## config.mk

```make
export PLATFORM = sky130hd
export DESIGN_NAME = rsub_special
export DESIGN_NICKNAME = d
export VERILOG_FILES = /design/src/rtl/rsub_pkg.sv /design/src/rtl/rsub_classify.sv /design/src/rtl/rsub_resolve.sv /design/src/rtl/rsub_special.sv
export SDC_FILE = /design/constraint.sdc
export NUM_CORES = 1
export LEC_CHECK = 0
export CAP_MARGIN = 20
export CORE_ASPECT_RATIO = 0.7
export CORE_MARGIN = 5
export CORE_UTILIZATION = 35
export DETAILED_ROUTE_END_ITERATION = 10
export GPL_TIMING_DRIVEN = 0
export PLACE_DENSITY = 0.75
export RECOVER_POWER = 25
export SETUP_SLACK_MARGIN = 0.5
export SYNTH_ARGS = -nofsm -noshare
export SYNTH_HDL_FRONTEND = slang
export SYNTH_SLANG_ARGS = --single-unit
```

## constraint.sdc

```tcl
create_clock -name clk -period 3.1 [get_ports clk]
set_input_delay 0.62 -clock clk [delete_from_list [all_inputs] [get_ports clk]]
set_output_delay 0.62 -clock clk [all_outputs]
set_load 0.01 [all_outputs]
```

## src/rtl/rsub_pkg.sv

```systemverilog
package rsub_pkg;
  typedef enum logic [1:0] {
    OP_ZERO   = 2'd0,
    OP_FINITE = 2'd1,
    OP_INF    = 2'd2,
    OP_NAN    = 2'd3
  } op_class_e;

  localparam logic [1:0] RM_NEAR = 2'b00;
  localparam logic [1:0] RM_DOWN = 2'b01;
  localparam logic [1:0] RM_UP   = 2'b10;
  localparam logic [1:0] RM_ZERO = 2'b11;
endpackage

```

## src/rtl/rsub_classify.sv

```systemverilog
module rsub_classify
  import rsub_pkg::*;
#(
  parameter int EXP_W = 15,
  parameter int SIG_W = 64
) (
  input  logic [EXP_W+SIG_W:0] op,
  output op_class_e            cls
);
  localparam int W = 1 + EXP_W + SIG_W;

  logic [EXP_W-1:0] exp_f;
  logic [SIG_W-1:0] sig_f;
  logic             exp_max;
  logic             frac_nz;

  assign exp_f   = op[W-2 -: EXP_W];
  assign sig_f   = op[SIG_W-1:0];
  assign exp_max = &exp_f;
  assign frac_nz = |sig_f[SIG_W-2:0];

  always_comb begin
    if (exp_max)
      cls = frac_nz ? OP_NAN : OP_INF;
    else if (exp_f == '0 && sig_f == '0)
      cls = OP_ZERO;
    else
      cls = OP_FINITE;
  end
endmodule

```

## src/rtl/rsub_resolve.sv

```systemverilog
module rsub_resolve
  import rsub_pkg::*;
#(
  parameter int EXP_W = 15,
  parameter int SIG_W = 64
) (
  input  logic [EXP_W+SIG_W:0] a_op,
  input  logic [EXP_W+SIG_W:0] b_op,
  input  op_class_e            a_cls,
  input  op_class_e            b_cls,
  input  logic [1:0]           rnd,
  input  logic                 a_is_int,
  output logic [EXP_W+SIG_W:0] res,
  output logic                 spec_ok,
  output logic                 inv_op,
  output logic                 hand_off
);
  localparam int W    = 1 + EXP_W + SIG_W;
  localparam int QBIT = SIG_W - 2;
  localparam logic [W-1:0] DEF_NAN =
    {1'b1, {EXP_W{1'b1}}, 2'b11, {(SIG_W-2){1'b0}}};

  logic         a_sign, b_sign, down_sign;
  logic [W-1:0] a_eff, b_neg, nan_pick;

  assign a_sign    = a_op[W-1] & ~(a_is_int && a_cls == OP_ZERO);
  assign b_sign    = b_op[W-1];
  assign a_eff     = {a_sign, a_op[W-2:0]};
  assign b_neg     = {~b_sign, b_op[W-2:0]};
  assign down_sign = (rnd == RM_DOWN);

  always_comb begin
    if (a_cls == OP_NAN && b_cls == OP_NAN)
      nan_pick = (b_op[SIG_W-1:0] > a_op[SIG_W-1:0]) ? b_op : a_op;
    else if (a_cls == OP_NAN)
      nan_pick = a_op;
    else
      nan_pick = b_op;
    nan_pick[QBIT] = 1'b1;
  end

  always_comb begin
    res      = '0;
    spec_ok  = 1'b1;
    inv_op   = 1'b0;
    hand_off = 1'b0;
    if (a_cls == OP_NAN || b_cls == OP_NAN) begin
      res = nan_pick;
    end else if (a_cls == OP_INF && b_cls == OP_INF) begin
      if (a_sign == b_sign) begin
        inv_op = 1'b1;
        res    = DEF_NAN;
      end else begin
        res = a_eff;
      end
    end else if (a_cls == OP_INF) begin
      res = a_eff;
    end else if (b_cls == OP_INF) begin
      res = b_neg;
    end else if (a_cls == OP_ZERO && b_cls == OP_ZERO) begin
      res = {(a_sign != b_sign) ? a_sign : down_sign, {(W-1){1'b0}}};
    end else if (a_cls == OP_ZERO) begin
      res = b_neg;
    end else if (b_cls == OP_ZERO) begin
      res = a_eff;
    end else if (a_sign == b_sign && a_op[W-2:0] == b_op[W-2:0]) begin
      res = {down_sign, {(W-1){1'b0}}};
    end else begin
      spec_ok  = 1'b0;
      hand_off = 1'b1;
    end
  end
endmodule

```

## src/rtl/rsub_special.sv

```systemverilog
module rsub_special
  import rsub_pkg::*;
#(
  parameter int EXP_W = 15,
  parameter int SIG_W = 64
) (
  input  logic                 clk,
  input  logic                 rst,
  input  logic [EXP_W+SIG_W:0] min_op,
  input  logic [EXP_W+SIG_W:0] sub_op,
  input  logic [1:0]           rnd,
  input  logic                 min_is_int,
  output logic [EXP_W+SIG_W:0] res,
  output logic                 spec_ok,
  output logic                 inv_op,
  output logic                 hand_off
);
  localparam int W     = 1 + EXP_W + SIG_W;
  localparam int N_OPS = 2;

  logic [W-1:0] ops [N_OPS];
  op_class_e    cls [N_OPS];
  logic [W-1:0] res_c;
  logic         spec_c, inv_c, hand_c;

  assign ops[0] = min_op;
  assign ops[1] = sub_op;

  for (genvar g = 0; g < N_OPS; g++) begin : g_cls
    rsub_classify #(.EXP_W(EXP_W), .SIG_W(SIG_W)) u_cls (
      .op  (ops[g]),
      .cls (cls[g])
    );
  end

  rsub_resolve #(.EXP_W(EXP_W), .SIG_W(SIG_W)) u_res (
    .a_op     (min_op),
    .b_op     (sub_op),
    .a_cls    (cls[0]),
    .b_cls    (cls[1]),
    .rnd      (rnd),
    .a_is_int (min_is_int),
    .res      (res_c),
    .spec_ok  (spec_c),
    .inv_op   (inv_c),
    .hand_off (hand_c)
  );

  always_ff @(posedge clk) begin
    if (rst) begin
      res      <= '0;
      spec_ok  <= 1'b0;
      inv_op   <= 1'b0;
      hand_off <= 1'b0;
    end else begin
      res      <= res_c;
      spec_ok  <= spec_c;
      inv_op   <= inv_c;
      hand_off <= hand_c;
    end
  end
endmodule


```

---- After elaboration in Yosys (flattened, before gate mapping) ----
Cells that the tools add are included.
storage, ports and cells
  register bits after elaboration ......... 83
  bits of input ports ..................... 165
  output and inout bits ................... 83
  word-level logic and storage cells ...... 66
cells by class
  magnitude comparators ................... 1
  equality and inequality tests ........... 8
  multiplexer cells ....................... 29
  bitwise logic cells ..................... 4
  reduce and logical (&&, ||, !) cells .... 20
operators with widths
  cell                count
  $mux 80             12
  $logic_not 64->1    2
  $reduce_or 63->1    2
  $eq 79x79->1        1
  $gt 64x64->1        1
  $logic_not 15->1    2
  $reduce_and 15->1   2
  $mux 1              15
  $eq 2x2->1 const B  4
  $reduce_or 8->1     1
  $logic_and 1x1->1   7
  $logic_not 2->1     2
  $mux 2              2
  $not 1->1           3
  $reduce_or 3->1     1
  $eq 2x1->1 const B  1
  $and 1x1->1         1
  $eq 1x1->1          1
  $logic_or 1x1->1    1
  $ne 1x1->1          1

---- Longest topological paths before layout ----
  depth in word-level cells ............... 18
  gate-level depth with buffers ........... 15
  gate-level depth less buffers ........... 13

---- Hierarchy ----
Synthesis repeated with hierarchy kept, for this count alone.
unflattened totals
  cells, all modules ...................... 942
  area total of the unflattened synthesis .. 7287.0 µm²
modules (own cells, without submodules)
  module         instances  cells each  area each (µm²)  seq. area each (µm²)
  rsub_resolve   1          701         4573.1           0.0
  rsub_special   1          175         2275.9           1661.6
  rsub_classify  2          33          219.0            0.0

---- Least setup slack after synthesis ----
OpenSTA, ideal clock, no wires.
  path type ............................... in2reg
  start point ............................. input min_op[6]
  end point ............................... register res[15]
  library setup time ...................... 119 ps
  data arrival time ....................... 2881 ps
  data required time ...................... 2981 ps
  slack ................................... 101 ps
  cell stages on the path ................. 15
  path buffers ............................ 3
  cells stage by stage .................... nor4_1 > nand4_1 > nor4_2 > and4_1 > buf_4 > nand2_1 > nand2_1 > ha_1 > nand2_1 > a21o_1 > buf_6 > buf_6 > a221oi_1 > nor2_1 > o221a_2
between the ends
  word-level cells in the longest chain between the ends .. 12
  elaborated cells between the ends (all ways) .. 28
  classes of those cells .................. order compare: 1; eq/ne: 3; mux: 13; bitwise: 2; reduce/logical: 9
ends and longest elaborated chain
  item                    line                                                        RTL
  start: declaration      rsub_special.sv:9                                           input logic [EXP_W+SIG_W:0] min_op,
  $logic_not 64->1        rsub_classify.sv:25                                         else if (exp_f == '0 && sig_f == '0)
  $logic_and 1x1->1       rsub_classify.sv:25
  $mux 1                  rsub_classify.sv:25
  $mux 2                  rsub_classify.sv:23                                         if (exp_max)
  $logic_not 2->1         rsub_resolve.sv:26, rsub_resolve.sv:60, rsub_resolve.sv:62
  $logic_and 1x1->1       rsub_resolve.sv:26                                          assign a_sign = a_op[W-1] & ~(a_is_int && a_cls == OP_ZERO);
  $not 1->1               rsub_resolve.sv:26
  $and 1x1->1             rsub_resolve.sv:26
  $eq 1x1->1              rsub_resolve.sv:50                                          if (a_sign == b_sign) begin
  $mux 80                 rsub_resolve.sv:50
  $mux 80                 rsub_resolve.sv:49                                          end else if (a_cls == OP_INF && b_cls == OP_INF) begin
  $mux 80 (*)             rsub_resolve.sv:47                                          if (a_cls == OP_NAN || b_cls == OP_NAN) begin
  end signal: assignment  rsub_special.sv:56                                          res <= res_c;
  end: declaration        rsub_special.sv:13                                          output logic [EXP_W+SIG_W:0] res,
Mark *: on every way between the ends. The rest lies on a longest branch, timed or not.
A chain may end at the register's enable or synchronous reset.

---- Worst setup path in the final report ----
  start point ............................. input min_op[64]
  end point ............................... register res[72]
between the ends
  word-level cells in the longest chain between the ends .. 12
  elaborated cells between the ends (all ways) .. 25
  classes of those cells .................. eq/ne: 3; mux: 11; bitwise: 2; reduce/logical: 9
ends and longest elaborated chain
  item               line
  $logic_not 15->1   rsub_classify.sv:25
  $logic_and 1x1->1  rsub_classify.sv:25
  $mux 1             rsub_classify.sv:25
  $mux 2 (*)         rsub_classify.sv:23
  $logic_not 2->1    rsub_resolve.sv:26, rsub_resolve.sv:60, rsub_resolve.sv:62
  $logic_and 1x1->1  rsub_resolve.sv:26
  $not 1->1          rsub_resolve.sv:26
  $and 1x1->1        rsub_resolve.sv:26
  $eq 1x1->1         rsub_resolve.sv:50
  $mux 80            rsub_resolve.sv:50
  $mux 80            rsub_resolve.sv:49
  $mux 80 (*)        rsub_resolve.sv:47
Marked as above.

==> results.ini <==
[finish]
final_cell_mix = 90 x clkdlybuf4s50_1, 87 x nor2_1, 83 x dfxtp_1
final_common_cell = clkdlybuf4s50_1
final_cell_area_um2 = 10600
nNetsFinal = 1217
fillerInstances = 1537
area_growth_syn_to_layout_pct = 68.9
drive_gt1_share_pct = 36.4

[timing]
whs_ns = 0.571
drv_slew = 0
max_freq_ghz = 0.309
post-route-min-period_ns = 3.23
worst_pin_slew_ns = 0.618
setup_slack_ns = -0.131
finalCritPeriodShare_pct = 104
hold_viol_final = 0
setup_viol = 78
timing.slew.headroom_pct = 58.8
grt_setup_unrepaired = yes
setup_tns_ns = -5.17

[place]
port_buffers = 247
gp_congestion = 0.913
dpl.hpwl_um = 20500
post_dp_cell_area_um2 = 9360

[critical_path]
cp-start-kind = input port
critical_path_peak_fanout = 5
cp.required_ns = 3.31
worst_setup_path_end_kind = flip-flop
cp_slowest_cell = clkdlybuf4s50_1
cpPeakStageDelay_ns = 0.56
cp_common_cell = buf_6
path_class = in2reg
arrival_ns = 3.44
crit_chain = clkdlybuf4s50_1 -> nor4_1 -> and4_1 -> buf_6 -> nand2_4 -> nand2_4 -> ha_4 -> buf_4 -> buf_6 -> buf_6 -> a21o_4 -> clkbuf_16 -> a221oi_4 -> nor2_1

[power_and_ir_drop]
p_total_uw = 2810
leakage_uw = 0.00440
power_density_nw_per_um2 = 264
ir_drop_mv = 0.221

[route]
first_iter_violations = 648
vias_per_cell = 5.88
drc = 0
wl_per_cell_um = 22.4
ant_nets = 0
firstDrtPassIters = 5
vias = 7224
drt_wl_total_um = 27500

[die]
die_y_um = 122
core_um2 = 17900
die_w_um = 170
io_pins = 248
dieArea_um2 = 20800
core.rowCount = 41
start_util_pct = 35.3

[grt]
use_met3_pct = 7.41
busiest_layer = met2
grt_pass1_wl_um = 40700
met2_usage_pct = 37.2
grt_start_max_net_pins = 14
gr-total-overflow = 0
antenna_found_initial = 4
grt_use_total_pct = 25.0
grt_pass1_vias = 7032
grt_use_met1_pct = 35.8

[synth]
muxShareOfSynthArea_pct = 0.159
syn-num-nets = 930
synth_cells = 700
yosysWarningCount = 0
synth_xor_xnor_area_share_pct = 2.08
synth-seq-area-share_pct = 26.4
synth_compound_area_share_pct = 33.0
synth_edf_count = 0
synth_top_family_by_area = compound AO/OA/AOI/OAI gates
ys.flop_type = dfxtp_1
postSynthAreaPerCell_um2 = 9.01
synthSimpleGateAreaFrac_pct = 17.4
synth_cell_types = 41
synthAdderAreaFrac_pct = 12.9
syn_area_um2 = 6300
async_flop_share_pct = 0
synth-seq-cells = 83

[flow_run]
cap_violations = 0

[min_path]
hp-start = min_op[5]
min_delay_path_depth = 2
holdPathEnd = res[5]
hp-class = in2reg

[status]
status = complete, but fails checks
failed_checks = setup timing

[clock_network]
cts_tree = done
postCtsHoldBufs = 0
cts_buffer_depth = 2
cts.clk_slew.worst_paths_ns = 0.06
htreeDepth = 3
cts_sinks = 83
root_buffer = clkbuf_16
cts_made_buffers = 9

cell usage after synthesis, drive strengths merged, types with 5 or more instances:
| cell | n | area, um2 |
|---|---|---|
| nand3 | 14 | 70.1 |
| a21oi | 25 | 125 |
| o221a | 63 | 709 |
| a21o | 12 | 90.1 |
| nor3 | 5 | 25.0 |
| nor4 | 40 | 256 |
| a221oi | 80 | 988 |
| clkbuf | 23 | 87.6 |
| o21ai | 8 | 40.0 |
| nor2 | 89 | 334 |
| or4 | 5 | 37.5 |
| dfxtp | 83 | 1660 |
| xnor2 | 15 | 131 |
| inv | 65 | 244 |
| buf | 26 | 180 |
| nand4 | 33 | 206 |
| nand2 | 17 | 63.8 |
| ha | 65 | 813 |
flip-flops by register name, indices dropped and copies added, names as in the netlist:
| register | count |
|---|---|
| spec_ok | 1 |
| hand_off | 1 |
| inv_op | 1 |
| res | 80 |
layout make-up:
type / instances / area, um2 / share of cell area, %
Antenna cell: 1 / 2.50 / 0.0235
Buffer: 49 / 463 / 4.35
Clock buffer: 11 / 243 / 2.28
Clock inverter: 5 / 52.6 / 0.494
Inverter: 65 / 246 / 2.31
Multi-Input combinational cell: 503 / 5010 / 47.1
Sequential cell: 83 / 1660 / 15.6
Tap cell: 236 / 295 / 2.77
Timing Repair Buffer: 276 / 2670 / 25.1
metal layers:
metal  wire (um)  vias to the layer above
met5          21                        -
met4         499                        4
met3        2550                       41
met2       11900                      343
met1       12500                     3469
li1            -                     3367
report_power, final:
group	switching (uW)	leakage, uW	internal [uW]
combinational	371	0.00359	268
sequential	0.216	0.000668	1070
clock	460	0.000145	643
total	831	0.00440	1980
worst max path at each step:
stage	startpoint	end	slack (ns)	cells past startpoint
3_3_place_gp	sub_op[24]	res[69]	-1.13	11
3_5_place_dp	min_op[14]	res[79]	-1.16	15
2_1_floorplan	min_op[45]	res[34]	0.18	15
5_1_grt	min_op[43]	res[12]	-0.20	16
4_1_cts	min_op[8]	res[79]	-0.06	15
6_report	min_op[64]	res[72]	-0.13	14
through the flow:
stage,utilization [%],setup slack (ns),std cells
after global routing,59.6,-0.202,1229
final,59.6,-0.131,1229
after floorplan,-,0.181,700
after CTS,57.8,-0.0644,1216
after global placement,52.4,-1.13,1183
after detailed placement,52.4,-1.16,1183
timing repair:
item,4_1_cts,5_1_grt
resized for setup,423,92
cloned,2,7
endpoints found under the setup margin,83,83
setup buffers,15,5
hold endpoints to repair,0,0
pin swaps,58,81
cells by family after synthesis:
logic type | count (synthesis)
AO/OA/AOI/OAI | 204
flip-flops | 83
adder cells (fa/ha/maj) | 65
multiplexers | 1
AND/OR/NAND/NOR | 218
XOR/XNOR | 15
buffers and inverters | 114
worst max-delay path: cells and delay by family:
family / cells / cell delay [ns]
compound gates: 2 / 0.43
buf+inv: 6 / 1.22
simple gates: 5 / 0.96
fa+ha+maj: 1 / 0.21
(Power assumes the default switching activity.)
